[src/rtl/rvi_pkg.sv]
package rvi_pkg;
  localparam int NUM_REQ = 8;
  localparam int IDX_W   = $clog2(NUM_REQ);
  localparam int BYTE_W  = 8;

  // restart call byte: 11 iii 111 -> target address 8*iii
  function automatic logic [BYTE_W-1:0] rst_opcode(input logic [IDX_W-1:0] idx);
    logic [BYTE_W-1:0] op;
    op = 8'hC7;
    op[5:3] = idx;
    return op;
  endfunction
endpackage

[src/rtl/rvi_req_latch.sv]
module rvi_req_latch #(
  parameter int N = 8
) (
  input  logic         clk,
  input  logic         rst_n,
  input  logic [N-1:0] req_i,
  input  logic [N-1:0] clr_i,
  output logic [N-1:0] pend_o,
  output logic [N-1:0] rise_o
);
  logic [N-1:0] req_q;
  logic [N-1:0] pend_q;

  for (genvar i = 0; i < N; i++) begin : g_line
    assign rise_o[i] = req_i[i] & ~req_q[i];
    always_ff @(posedge clk) begin
      if (!rst_n) begin
        req_q[i]  <= 1'b0;
        pend_q[i] <= 1'b0;
      end else begin
        req_q[i] <= req_i[i];
        // a fresh edge wins over a clear in the same clock
        if (rise_o[i])     pend_q[i] <= 1'b1;
        else if (clr_i[i]) pend_q[i] <= 1'b0;
      end
    end
  end

  assign pend_o = pend_q;

  // pending bits only drop when cleared
  p_pend_hold_r2: assert property (@(posedge clk) disable iff (!rst_n)
    1'b1 |=> (($past(pend_q) & ~$past(clr_i)) & ~pend_q) == '0);
endmodule

[src/rtl/rvi_prio_pick.sv]
module rvi_prio_pick #(
  parameter int N  = 8,
  parameter int IW = $clog2(N)
) (
  input  logic          clk,
  input  logic          rst_n,
  input  logic [N-1:0]  cand_i,
  output logic          vld_o,
  output logic [IW-1:0] idx_o
);
  always_comb begin
    vld_o = 1'b0;
    idx_o = '0;
    for (int i = N - 1; i >= 0; i--) begin
      if (cand_i[i]) begin
        vld_o = 1'b1;
        idx_o = IW'(i);
      end
    end
  end

  // nothing of higher priority below the chosen index
  p_lowest_wins_r5: assert property (@(posedge clk) disable iff (!rst_n)
    vld_o |-> (cand_i[idx_o] && ((cand_i & ((N'(1) << idx_o) - N'(1))) == '0)));
endmodule

[src/rtl/rvi_ack_ctrl.sv]
module rvi_ack_ctrl
  import rvi_pkg::*;
#(
  parameter int N  = 8,
  parameter int IW = $clog2(N)
) (
  input  logic              clk,
  input  logic              rst_n,
  input  logic              stat_stb,
  input  logic              stat_d0,
  input  logic              rd_stb,
  input  logic              sel_vld,
  input  logic [IW-1:0]     sel_idx,
  output logic              oe_o,
  output logic [BYTE_W-1:0] vec_o,
  output logic [N-1:0]      clr_o
);
  logic          win_q;
  logic          rd_q;
  logic          vld_q;
  logic [IW-1:0] idx_q;
  logic          rd_rise, rd_fall;

  assign rd_rise = rd_stb & ~rd_q;
  assign rd_fall = ~rd_stb & rd_q;

  always_ff @(posedge clk) begin
    if (!rst_n) begin
      win_q <= 1'b0;
      rd_q  <= 1'b0;
      vld_q <= 1'b0;
      idx_q <= '0;
    end else begin
      rd_q <= rd_stb;
      if (stat_stb) begin
        win_q <= stat_d0;
        if (stat_d0) begin
          vld_q <= sel_vld;
          idx_q <= sel_idx;
        end
      end else if (rd_fall) begin
        win_q <= 1'b0;
      end
    end
  end

  always_comb begin
    clr_o = '0;
    if (win_q && rd_rise && vld_q) clr_o[idx_q] = 1'b1;
  end

  assign oe_o  = win_q & rd_stb;
  assign vec_o = vld_q ? rst_opcode(idx_q) : 8'hFF;

  // at most one bit cleared per read edge
  p_one_clear_r8: assert property (@(posedge clk) disable iff (!rst_n)
    $onehot0(clr_o));
  // choice frozen while the window stays open
  p_frozen_sel_r4: assert property (@(posedge clk) disable iff (!rst_n)
    (win_q && !stat_stb) |=> $stable(vec_o));
endmodule

[src/rtl/rst_vec_intc.sv]
module rst_vec_intc
  import rvi_pkg::*;
#(
  parameter int N_REQ = NUM_REQ,
  localparam int IW   = $clog2(N_REQ)
) (
  input  logic              clk,
  input  logic              rst_n,
  input  logic [N_REQ-1:0]  irq_req,
  input  logic [N_REQ-1:0]  irq_en,
  input  logic              cpu_inte,
  input  logic              stat_stb,
  input  logic              stat_d0,
  input  logic              rd_stb,
  output logic              int_out,
  output logic [BYTE_W-1:0] d_out,
  output logic              d_oe
);
  logic [N_REQ-1:0]  pend, rise, clr, cand;
  logic              sel_vld;
  logic [IW-1:0]     sel_idx;
  logic [BYTE_W-1:0] vec;

  rvi_req_latch #(.N(N_REQ)) u_latch (
    .clk(clk), .rst_n(rst_n), .req_i(irq_req), .clr_i(clr),
    .pend_o(pend), .rise_o(rise)
  );

  assign cand = pend & irq_en;

  rvi_prio_pick #(.N(N_REQ), .IW(IW)) u_pick (
    .clk(clk), .rst_n(rst_n), .cand_i(cand), .vld_o(sel_vld), .idx_o(sel_idx)
  );

  rvi_ack_ctrl #(.N(N_REQ), .IW(IW)) u_ack (
    .clk(clk), .rst_n(rst_n), .stat_stb(stat_stb), .stat_d0(stat_d0),
    .rd_stb(rd_stb), .sel_vld(sel_vld), .sel_idx(sel_idx),
    .oe_o(d_oe), .vec_o(vec), .clr_o(clr)
  );

  assign int_out = cpu_inte & (|cand);
  assign d_out   = d_oe ? vec : '0;

  // a cleared line without a new edge is gone next clock
  p_clear_takes_r8: assert property (@(posedge clk) disable iff (!rst_n)
    ((clr != '0) && ((clr & rise) == '0)) |=> ((pend & $past(clr)) == '0));
  // the bus is only driven during a read
  p_oe_on_read_r7: assert property (@(posedge clk) disable iff (!rst_n)
    d_oe |-> rd_stb);
endmodule

[config.mk]
export PLATFORM = sky130hd
export DESIGN_NAME = rst_vec_intc
export DESIGN_NICKNAME = d
export VERILOG_FILES = /design/src/rtl/rvi_pkg.sv /design/src/rtl/rvi_req_latch.sv /design/src/rtl/rvi_prio_pick.sv /design/src/rtl/rvi_ack_ctrl.sv /design/src/rtl/rst_vec_intc.sv
export SDC_FILE = /design/constraint.sdc
export NUM_CORES = 1
export LEC_CHECK = 0
export BUFFER_PORTS_ARGS = -buffer_cell sky130_fd_sc_hd__buf_2
export CAP_MARGIN = 10
export CORE_ASPECT_RATIO = 0.9
export CORE_MARGIN = 3
export CORE_UTILIZATION = 40
export CTS_CLUSTER_SIZE = 24
export DETAILED_ROUTE_END_ITERATION = 8
export MAX_ROUTING_LAYER = met4
export PLACE_DENSITY_LB_ADDON = 0.05
export RECOVER_POWER = 25
export SYNTH_ARGS = -nofsm -noshare
export SYNTH_HDL_FRONTEND = slang
export SYNTH_SLANG_ARGS = --single-unit
export TNS_END_PERCENT = 100
[constraint.sdc]
create_clock -name clk -period 2.35 [get_ports clk]
set_clock_uncertainty 0.1 [all_clocks]
set_input_delay 0.235 -clock clk [delete_from_list [all_inputs] [get_ports clk]]
set_output_delay 0.235 -clock clk [all_outputs]
set_load 0.01 [all_outputs]
# --- After elaboration in Yosys (flattened, before gate mapping) ---
# Cells that the tools add are included.
classes:
  add_sub_neg: 0
  n_div: 0
  eq_ne: 0
  order_cmp: 2
  n_reduce_logical: 14
  shift: 0
  n_bitwise: 23
  mux: 39
  multipliers: 0
ops:
  columns: ["op", "count"]
  rows:
  - ["two-way mux 1 bit", 27]
  - ["two-way mux 3 bit", 8]
  - ["nonzero test 2 bit", 9]
  - ["two-way mux 8 bit", 2]
  - ["AND 1 bit", 12]
  - ["inverter 1 bit", 10]
  - ["AND 8 bit", 1]
  - ["OR reduction 8 bit", 1]
  - ["two-way mux 6 bit", 1]
  - ["< comparator 3 x 4 -> 1 bit (second input constant)", 1]
  - ["demux 1 bit (select 3 bit)", 1]
  - [">= comparator 3 x 1 -> 1 bit (second input constant)", 1]
  - ["logical AND 1 bit", 3]
  - ["AND reduction 2 bit", 1]
word_totals:
  elab_cells: 98
  memories: 0
  latchBits: 0
  reg_bits: 22
  output_inout_bits: 10
  mem_bits_ro: 0
  ram_bits: 0

# --- Longest topological paths before layout ---
# Gate-level depths: netlist (run 1).
logic_depth:
  word_depth: 9
  depth_mapped: 4
  mapped_depth_nobuf: 4

# --- By module ---
# From an unflattened synthesis (run 1), not the netlist that was laid out.
hier_totals:
  hier_cells: 128
  hier_area_um2: 1144.8
by_module_without_submodules:
  columns: ["mod", "instances", "seq_area_each_um2", "area_per_inst_um2", "cells_each"]
  rows:
  - ["rvi_req_latch", 1, 320.3, 549.3, 49]
  - ["rvi_ack_ctrl", 1, 120.1, 387.9, 47]
  - ["rst_vec_intc", 1, 0.0, 127.6, 19]
  - ["rvi_prio_pick", 1, 0.0, 80.1, 13]

# --- Least setup slack after synthesis (run 1) ---
# OpenSTA, ideal clock, no wires.
synth_timing:
  path_kind: "flip-flop to flip-flop"
  start: "register u_ack.vld_q"
  end: "register u_latch.pend_q[0], in the netlist u_latch.pend_o[0]"
  setup_slack_ns: 0.889
  path_stages_with_launch: 5
  t_arrival_ns: 1.234
  path_cell_list: "dfxtp_1 inv_2 or4_4 o311ai_1 o21ai_1"
synth_between:
  elab_chain_len: 3
synth_rtl:
  columns: ["element", "line", "text"]
  rows:
  - ["start, declared", "rvi_ack_ctrl.sv:20", "logic vld_q;"]
  - ["start signal, assigned", "rvi_ack_ctrl.sv:38", "vld_q <= sel_vld;"]
  - ["logical AND 1 bit", "rvi_ack_ctrl.sv:49", "if (win_q && rd_rise && vld_q) clr_o[idx_q] = 1'b1;"]
  - ["two-way mux 8 bit", "rvi_ack_ctrl.sv:49", null]
  - ["nonzero test 2 bit (no source line)", null, null]
  - ["end signal, assigned by index", "rvi_req_latch.sv:19", "pend_q[i] <= 1'b0;"]
  - ["end signal, assigned by index", "rvi_req_latch.sv:23", "if (rise_o[i]) pend_q[i] <= 1'b1;"]
  - ["end signal, assigned by index", "rvi_req_latch.sv:24", "else if (clr_i[i]) pend_q[i] <= 1'b0;"]
  - ["end, declared", "rvi_req_latch.sv:12", "logic [N-1:0] pend_q;"]
# No other way between the ends.
# A chain may end at the register's enable or synchronous reset.

# --- Worst setup path in the final report (run 1) ---
layout_timing:
  start: "register u_latch.pend_q[2], in the netlist u_latch.pend_o[2]"
  end: "output port int_out"
layout_between:
  elab_chain_len: 3
layout_rtl:
  columns: ["element", "line", "text"]
  rows:
  - ["AND 8 bit", "rst_vec_intc.sv:29", "assign cand = pend & irq_en;"]
  - ["OR reduction 8 bit", "rst_vec_intc.sv:41", "assign int_out = cpu_inte & (|cand);"]
  - ["AND 1 bit", "rst_vec_intc.sv:41", null]
  - ["end, declared", "rst_vec_intc.sv:15", "output logic int_out,"]
# No other way between the ends.

==> out/qor.txt, run 1 <==
Outcome = finished, final reports clean
PostCTS Resize Cnt = 0
Total GRT Usage = 16.1%
Critical Path AT = 1.47 ns
Antenna viol nets, final = 0
CP bufs+invs = 1
N_diodes = 0
CTS root buffer = clkbuf_4
Worst stage delay on the critical path = 0.40 ns
Layout cells sized above 1 = 28.6%
Final RePlAce weighted congestion = 0.815
Largest cells by area after synthesis = dfxtp_1, nand2_1, a21oi_1, and2_1, buf_4
I/O Buffers = 31
Tcrit/Tclk final = 77.0%
DRT iter0 DRCs = 22
Number of max-cap violations = 0
Yosys top cell area share = 48.2%
Pleak = 0.514 nW
Most common cell in the netlist = dfxtp_1
Avg Vias per Cell = 5.23
Final WL = 2050 µm
Hold-fix buffers at CTS = 0
CTS clk-pin slew, worst paths = 0.12 ns
Grt ovf = 0
# rows = 15
Worst-margin pin slew = 0.601 ns
Critical path, cell by cell = nand2_1 -> and3_1 -> and3_1 -> a21boi_0 -> buf_2
Area Growth Syn to Fin = 19.6%
Clk Latency, worst-skew pair = 0.30 ns
Setup bufs post-CTS = 0
NumNets Final = 156
Die width = 56.4 µm
Drt wl/cell = 13.0 µm
Slew headroom = 59.9%
Commonest cells post-synth = dfxtp_1, nand2_1, a21oi_1
Hold Crit Class = in2reg
Post-Route Setup TNS = 0 ns
Mapped Area = 915 µm²
Initial Util = 44.7%
Setup-failing EPs final = 0
Post-Synthesis Cells = 104
Ports = 32
Yosys top cell by area = dfxtp_1
Core area = 0.00205 mm²
Via count = 827
Final hold vios = 0
FMAX = 0.553 GHz
CTS tree = built
Async SR Flop Fraction = 0%
Synth Flop Type = dfxtp_1
Slew Limit Fails = 0
Die Y = 51.4 µm
Crit. End Element = primary output
Max FO, Critical Path = 3
Fin util = 53.5%
Req. time, crit path = 2.02 ns
Crit path max-delay family = simple AND/OR/NAND/NOR gates
Crit start category = flop
Critical path type = reg2out
Post-synth net total = 126
Global-route wire length before repair = 3460 µm
Pre-CTS setup slack = 0.810 ns
PD cells = 653 mW/mm²
Yosys cell types = 24
RSZ-0062 raised after global routing = no
Setup ws final = 0.541 ns
CTS Buffer Depth = 2
Total number of H-tree levels = 1
Vias in the first global route = 801
Yosys reg bits = 22
Minimum clock period = 1.81 ns
Pin count of the biggest net entering global routing = 16
Syn. warnings = 0
Initial antenna violation count = 0
Register area share after synthesis = 48.2%
Syn avg cell area = 8.79 µm²
Post-synth EDFFs = 0
Clock sink count = 22
Detail Placement HPWL = 1600 µm
Peak VDD IR = 0.000443 V
Placed instance area = 0.00106 mm²
First drt pass iteration count = 4
TritonCTS buffer count = 3
Fin area = 0.00109 mm²
Critical path's most frequent cell = and3_1
Overall die area = 0.00290 mm²
Crit path max-delay cell type = dfxtp_1
DRC = 0
placed cells by master, fill, tap and decap left out, drive strengths merged, types with 3 or more instances in the layout:
cell type and n:
buf 30, dfxtp 22, nand2 15, a21oi 10, inv 10, o21ai 9, nand2b 6, and2 6
clkbuf 5, a32o 3
worst paths after layout:
check / startpoint / endpoint / slack (ns) / cells past startpoint
max: u_latch.pend_o[2] / int_out / 0.54 / 5
min: irq_req[6] / u_latch.req_q[6] / 0.02 / 3
max reg2reg: u_ack.vld_q / u_latch.pend_o[0] / 0.80 / 4
min reg2reg: u_latch.req_q[2] / u_latch.pend_o[2] / 0.31 / 1
metal layers:
layer  global-route usage, %  vias to the layer above  wire length, µm
met1                    20.9                      379             1020
met3                    3.28                        4              109
met2                    23.9                       24              891
li1                        -                      420                -
met5                       -                        -                0
met4                    8.30                        0               25
area by class of cell:
class                   count  area (µm²)
well taps                  25        31.3
multi-input cells          66         394
flip-flops and latches     22         440
repair buffers             31         154
fillers                   207         952
clock buffers               4        36.3
inverters                  10        37.5
sequential cells by signal, indices dropped and copies added, names as in the netlist:
signal / count
u_ack.vld_q: 1
u_ack.idx_q: 3
u_ack.win_q: 1
u_latch.pend_o: 8
u_ack.rd_q: 1
u_latch.req_q: 8
worst min-delay path, cell delays in order:
cell	delay (ns)
buf_2	0.07
nand2_1	0.05
inv_1	0.04
cell families after synthesis:
logic type,after synthesis,share of synthesized area (%)
buf+inv,16,8.75
flops,22,48.2
simple gates,33,19.8
compound gates,33,23.3
through the flow:
stage	total power, mW	instances	hold WS, ns
floorplan	0.480	104	0.247
global placement	0.519	154	0.293
detailed placement	0.521	154	0.298
CTS	0.724	158	0.0142
global route	0.763	158	0.00135
finish	0.714	158	0.0224
where the power goes:
group	switching [mW]	internal, mW
Sequential	0.0181	0.398
Combinational	0.0507	0.0460
Clock	0.107	0.0945
Total	0.176	0.539
Note: power is estimated with default switching activity, not from simulation.
==> run 2, diff against run 1 <==
==> constraint.sdc (replaced) <==
create_clock -name clk -period 1.65 [get_ports clk]
set_clock_uncertainty 0.1 [all_clocks]
set_input_delay 0.165 -clock clk [delete_from_list [all_inputs] [get_ports clk]]
set_output_delay 0.165 -clock clk [all_outputs]
set_load 0.01 [all_outputs]
==> run 2 against run 1 <==
Routed wire length increased by 6.0%. Global-route usage is 0.94 points higher. Non-clock buffer count up 11. Count of clock-buffer cells in the layout unchanged. Critical path type is now in2reg. Largest cell class unchanged.
==> out/qor.txt, run 2 (synthesis results as in run 1) <==
Total number of H-tree levels = 1 (unchanged)
CTS Buffer Depth = 2 (unchanged)
DRT iter0 DRCs = 15 (-32%)
Initial Util = 44.7% (unchanged)
Worst setup path start = rd_stb
Crit. End Element = flop
# rows = 15 (unchanged)
Critical path, cell by cell = dlygate4sd3_1 -> buf_2 -> nand2_2 -> or4_4 -> o311ai_1 -> o21ai_1
Pleak = 0.571 nW (+11%)
I/O Buffers = 31 (unchanged)
CTS root buffer = clkbuf_4
N_diodes = 0 (unchanged)
Flop2flop setup slack = 0.12 ns (-0.68 ns)
Hold Crit Class = in2reg
Number of max-cap violations = 0 (unchanged)
Core area = 0.00205 mm² (unchanged)
Overall die area = 0.00290 mm² (unchanged)
Grt ovf = 0 (unchanged)
Most common cell after layout, fill and taps aside = buf_2
TritonCTS buffer count = 3 (unchanged)
Reg2Reg Depth = 4 (unchanged)
Drt wl/cell = 12.9 µm (-0.90%)
NumNets Final = 167 (+7.1%)
Total GRT Usage = 17.1% (+0.94 points)
Ports = 32 (unchanged)
Initial antenna violation count = 0 (unchanged)
Critical Path AT = 1.69 ns (+0.22 ns)
Worst stage delay on the critical path = 0.52 ns (+0.12 ns)
Most frequent cells in the layout = buf_2, dfxtp_1, nand2_1
Clock sink count = 22 (unchanged)
Critical path depth = 6 (+1)
Critical path type = in2reg
CP bufs+invs = 2 (+1)
Worst hold slack = 0.0598 ns (+0.0374 ns)
Final hold vios = 0 (unchanged)
Sw Share = 24.6% (about the same)
CTS tree = built
Final RePlAce weighted congestion = 0.815 (unchanged)
Post-Route Setup TNS = 0 ns (unchanged)
Seq pwr share = 56.3% (-2.0 points)
Req. time, crit path = 1.74 ns (-0.28 ns)
Area Growth Syn to Fin = 34.9%
Total power = 1.06 mW (+48%)
Pin count of the biggest net entering global routing = 16 (unchanged)
DRC = 0 (unchanged)
Global-route wire length before repair = 3660 µm (+5.8%)
RSZ-0062 raised after global routing = no
Crit path max-delay family = buffers and inverters
Via count = 880 (+6.4%)
Start of the worst register-to-register path = u_ack.idx_q[2]
Avg Vias per Cell = 5.21 (-0.52%)
Setup-failing EPs final = 0 (unchanged)
Part of the power in combinational logic = 16.5% (+3.0 points)
Clk Latency, worst-skew pair = 0.30 ns (about the same)
Final WL = 2170 µm (+6.0%)
Internal power = 797 µW (+48%)
Die width = 56.4 µm (unchanged)
Vias in the first global route = 835 (+4.2%)
Outcome = finished, final reports clean
Crit path capture = u_latch.pend_o[0]
Detail Placement HPWL = 1600 µm (unchanged)
Antenna viol nets, final = 0 (unchanged)
Minimum clock period = 1.60 ns
Peak VDD IR = 0.000598 V (+35%)
FMAX = 0.626 GHz
Clock power frac = 27.2% (-1.0 points)
Worst-margin pin slew = 0.309 ns (-0.292 ns)
Slew Limit Fails = 0 (unchanged)
Max FO, Critical Path = 6 (+3)
FF-to-FF End = u_latch.pend_o[4]
Die Y = 51.4 µm (unchanged)
Layout cells sized above 1 = 36.1% (+7.5 points)
Crit start category = primary input
First drt pass iteration count = 4 (unchanged)
PD cells = 857 mW/mm² (+31%)
Psw = 260 µW (+48%)
CTS clk-pin slew, worst paths = 0.11 ns (about the same)
Tcrit/Tclk final = 96.8%
Crit path max-delay cell type = dlygate4sd3_1
Slew headroom = 79.4% (+19 points)
run 2: cell types whose count changed in the layout (fill, tap and decap cells not counted), moves of 2 or more:
cell           delta
a22oi_1           -2
a22oi_2           +2
and2_0            -3
and2_1            +3
and3_1            -2
and3_4            +2
buf_4             +2
dfxtp_1           -4
dfxtp_2           +4
dlygate4sd3_1     +9
nand2_1           -2
nand2_2           +2
run 2: layout make-up:
type / count / area [µm²]
clock buffer: 4 / 36.3
timing repair buffer: 42 / 260
multi-input combinational: 66 / 423
sequential: 22 / 445
fill: 191 / 812
inverter: 10 / 37.5
tap: 25 / 31.3
run 2: worst min-delay path by stage:
stage	from	endpoint	slack (ns)	cells after the start
after floorplan	irq_req[0]	u_latch.req_q[0]	0.18	2
after global placement	irq_req[2]	u_latch.req_q[2]	0.27	3
after detailed placement	irq_req[6]	u_latch.req_q[6]	0.27	3
after CTS	stat_stb	u_ack.win_q	0.05	3
after global routing	stat_stb	u_ack.win_q	0.04	3
final	stat_stb	u_ack.win_q	0.06	3
run 2: repair_timing:
action | in CTS | in global routing
hold endpoints to repair | 10 | 0
resized for setup | 3 | 9
gates cloned | 0 | 0
setup endpoints to repair | 1 | 2
pin swaps | 0 | 2
hold buffers | 9 | 0
setup buffers | 2 | 0
run 2: per-stage QoR:
step | area, µm² | utilization, % | std cells | setup slack (ns)
after floorplan | 915 | - | 104 | 0.189
after global placement | 1060 | 51.7 | 154 | 0.146
after detailed placement | 1060 | 51.7 | 154 | 0.110
after CTS | 1200 | 58.8 | 169 | 0.00476
after global routing | 1230 | 60.3 | 169 | 0.00414
final | 1230 | 60.3 | 169 | 0.0530
run 2: metal layers:
metal	global-route usage, %	share of wire (%)
met2	25.7	45
met1	21.9	50
met4	8.30	1.2
met3	3.54	4.3
met5	-	0
run 2: worst register-to-register path, stage by stage (launching register included):
cell	delay [ns]
dfxtp_1	0.38
inv_1	0.07
or4_4	0.54
o311ai_1	0.24
o21ai_1	0.09
run 2: power groups by stage:
stage          registers [mW]  clock network (mW)  logic (mW)
2_1_floorplan           0.596                   0      0.0882
3_3_place_gp            0.604                   0       0.135
3_5_place_dp            0.604                   0       0.138
4_1_cts                 0.592               0.299       0.164
5_1_grt                 0.600               0.333       0.195
6_report                0.595               0.287       0.175
==> run 3, diff against run 2 <==
--- a/config.mk
+++ b/config.mk
@@ -10,6 +10,7 @@
 export CORE_ASPECT_RATIO = 0.9
 export CORE_MARGIN = 3
 export CORE_UTILIZATION = 40
+export CTS_BUF_LIST = sky130_fd_sc_hd__clkbuf_8
 export CTS_CLUSTER_SIZE = 24
 export DETAILED_ROUTE_END_ITERATION = 8
 export MAX_ROUTING_LAYER = met4
==> run 3 against run 2 <==
Combinational power down 16%. Largest power group unchanged. Power up 5.1%. Highest routed layer unchanged. Largest cell class unchanged. First-iteration DRC count up 87%. Worst hold slack worse by 0.054 ns.
==> out/qor.txt, run 3 (synthesis results as in run 1) <==
Post-layout instance count excluding filler cells = 159 (-5.9%)
Crit path max-delay family = compound AO/OA/AOI/OAI gates
CTS clk-pin slew, worst paths = 0.07 ns (-0.04 ns)
Worst hold slack = 0.00539 ns (-0.0544 ns)
Crit start category = flop
Global-route wire length before repair = 3390 µm (-7.5%)
Clk Latency, worst-skew pair = 0.25 ns (-0.05 ns)
Placed instance area = 0.00106 mm² (unchanged)
Core area = 0.00205 mm² (unchanged)
Initial Util = 44.7% (unchanged)
Via count = 843 (-4.2%)
Setup ws final = 0.0605 ns (+0.00746 ns)
Total number of H-tree levels = 1 (unchanged)
First drt pass iteration count = 4 (unchanged)
Drt wl/cell = 13.2 µm (+3.0%)
Req. time, crit path = 1.38 ns (-0.36 ns)
FMAX = 0.629 GHz (+0.47%)
Start of the worst register-to-register path = u_ack.vld_q
Final RePlAce weighted congestion = 0.815 (unchanged)
Final hold vios = 0 (unchanged)
TritonCTS buffer count = 3 (unchanged)
RSZ-0062 raised after global routing = no
CTS tree = built
Die width = 56.4 µm (unchanged)
Number of max-cap violations = 0 (unchanged)
Peak VDD IR = 0.000605 V (+1.3%)
DRC = 0 (unchanged)
Crit. End Element = primary output
Worst-margin pin slew = 0.607 ns (+0.298 ns)
Most frequent cells in the layout = buf_2, dfxtp_1, nand2_1
Pin count of the biggest net entering global routing = 16 (unchanged)
Overall die area = 0.00290 mm² (unchanged)
Setup bufs post-CTS = 0 (-2)
CTS Buffer Depth = 2 (unchanged)
Clock sink count = 22 (unchanged)
Pre-CTS setup slack = 0.110 ns (unchanged)
Tcrit/Tclk final = 96.3% (-0.45 points)
Area Growth Syn to Fin = 24.1%
Total power = 1.11 mW (+5.1%)
N_diodes = 0 (unchanged)
Hold Crit Class = in2reg
Max FO, Critical Path = 3 (-3)
NumNets Final = 157 (-6.0%)
Layout cells sized above 1 = 31.3% (-4.8 points)
CP bufs+invs = 1 (-1)
PD cells = 980 mW/mm² (+14%)
Minimum clock period = 1.59 ns (-0.00746 ns)
Ports = 32 (unchanged)
Critical Path AT = 1.32 ns (-0.37 ns)
Grt ovf = 0 (unchanged)
DRT iter0 DRCs = 28 (+13)
Worst stage delay on the critical path = 0.34 ns (-0.18 ns)
Vias in the first global route = 788 (-5.6%)
Critical path type = reg2out
Fin util = 55.5% (-4.8 points)
Antenna viol nets, final = 0 (unchanged)
Final WL = 2110 µm (-3.1%)
Initial antenna violation count = 0 (unchanged)
Pleak = 0.528 nW (-7.6%)
# rows = 15 (unchanged)
CTS root buffer = clkbuf_8
Post-Route Setup TNS = 0 ns (unchanged)
Total GRT Usage = 15.7% (-1.4 points)
Avg Vias per Cell = 5.30 (+1.8%)
Slew Limit Fails = 0 (unchanged)
Most common cell after layout, fill and taps aside = buf_2
Crit path max-delay cell type = dfxtp_1
Detail Placement HPWL = 1600 µm (unchanged)
Setup-failing EPs final = 0 (unchanged)
Worst setup path start = u_latch.pend_o[7]
I/O Buffers = 31 (unchanged)
Outcome = finished, final reports clean
Hold Path Origin = irq_req[6]
Post-Place Cells = 154 (unchanged)
Slew headroom = 59.5% (-20 points)
Die Y = 51.4 µm (unchanged)
Fin area = 0.00113 mm² (-8.0%)
Critical path, cell by cell = a22oi_1 -> and3_4 -> a21boi_1 -> buf_2
==> run 3: cell types whose count changed in the layout (fill, tap and decap cells not counted), sizes merged <==
cell,delta
dlygate4sd3,-8
clkbuf,+1
buf,-3
==> run 3: what timing repair did <==
| item | 4_1_cts | 5_1_grt |
|---|---|---|
| pin swaps | 0 | 1 |
| setup endpoints to repair | 1 | 1 |
| hold buffers | 0 | 1 |
| resized for setup | 2 | 3 |
| hold endpoints to repair | 0 | 1 |
==> run 3: tightest hold or removal path: stages <==
cell     delay, ns
buf_2         0.07
nand2_1       0.05
inv_1         0.04
==> run 3: area by class of cell <==
cell class	count	area, µm²
fillers	204	911
flip-flops and latches	22	443
multi-input cells	66	404
repair buffers	32	164
clock buffers	4	55.1
inverters	10	37.5
well taps	25	31.3
==> run 3: report_power, final <==
group          internal, mW  switching, mW  total [mW]
logic                0.0729         0.0741       0.147
registers             0.568         0.0264       0.594
clock network         0.212          0.159       0.371
==> run 3: routing by layer <==
metal / global-route usage (%) / wire, µm / vias to the layer above / part of all wire (%)
li1: - / - / 423 / -
met3: 3.28 / 120 / 4 / 5.7
met2: 23.9 / 917 / 31 / 44
met5: - / 0 / - / 0
met1: 20.1 / 1040 / 385 / 50
met4: 7.11 / 23 / 0 / 1.1
==> run 3: path summary, 6_finish.rpt <==
check	end	slack (ns)	cells past startpoint
worst min register to register	u_latch.pend_o[2]	0.30	1
worst max-delay path	int_out	0.06	4
worst min-delay path	u_latch.req_q[6]	0.005	3
worst max register to register	u_latch.pend_o[0]	0.10	4
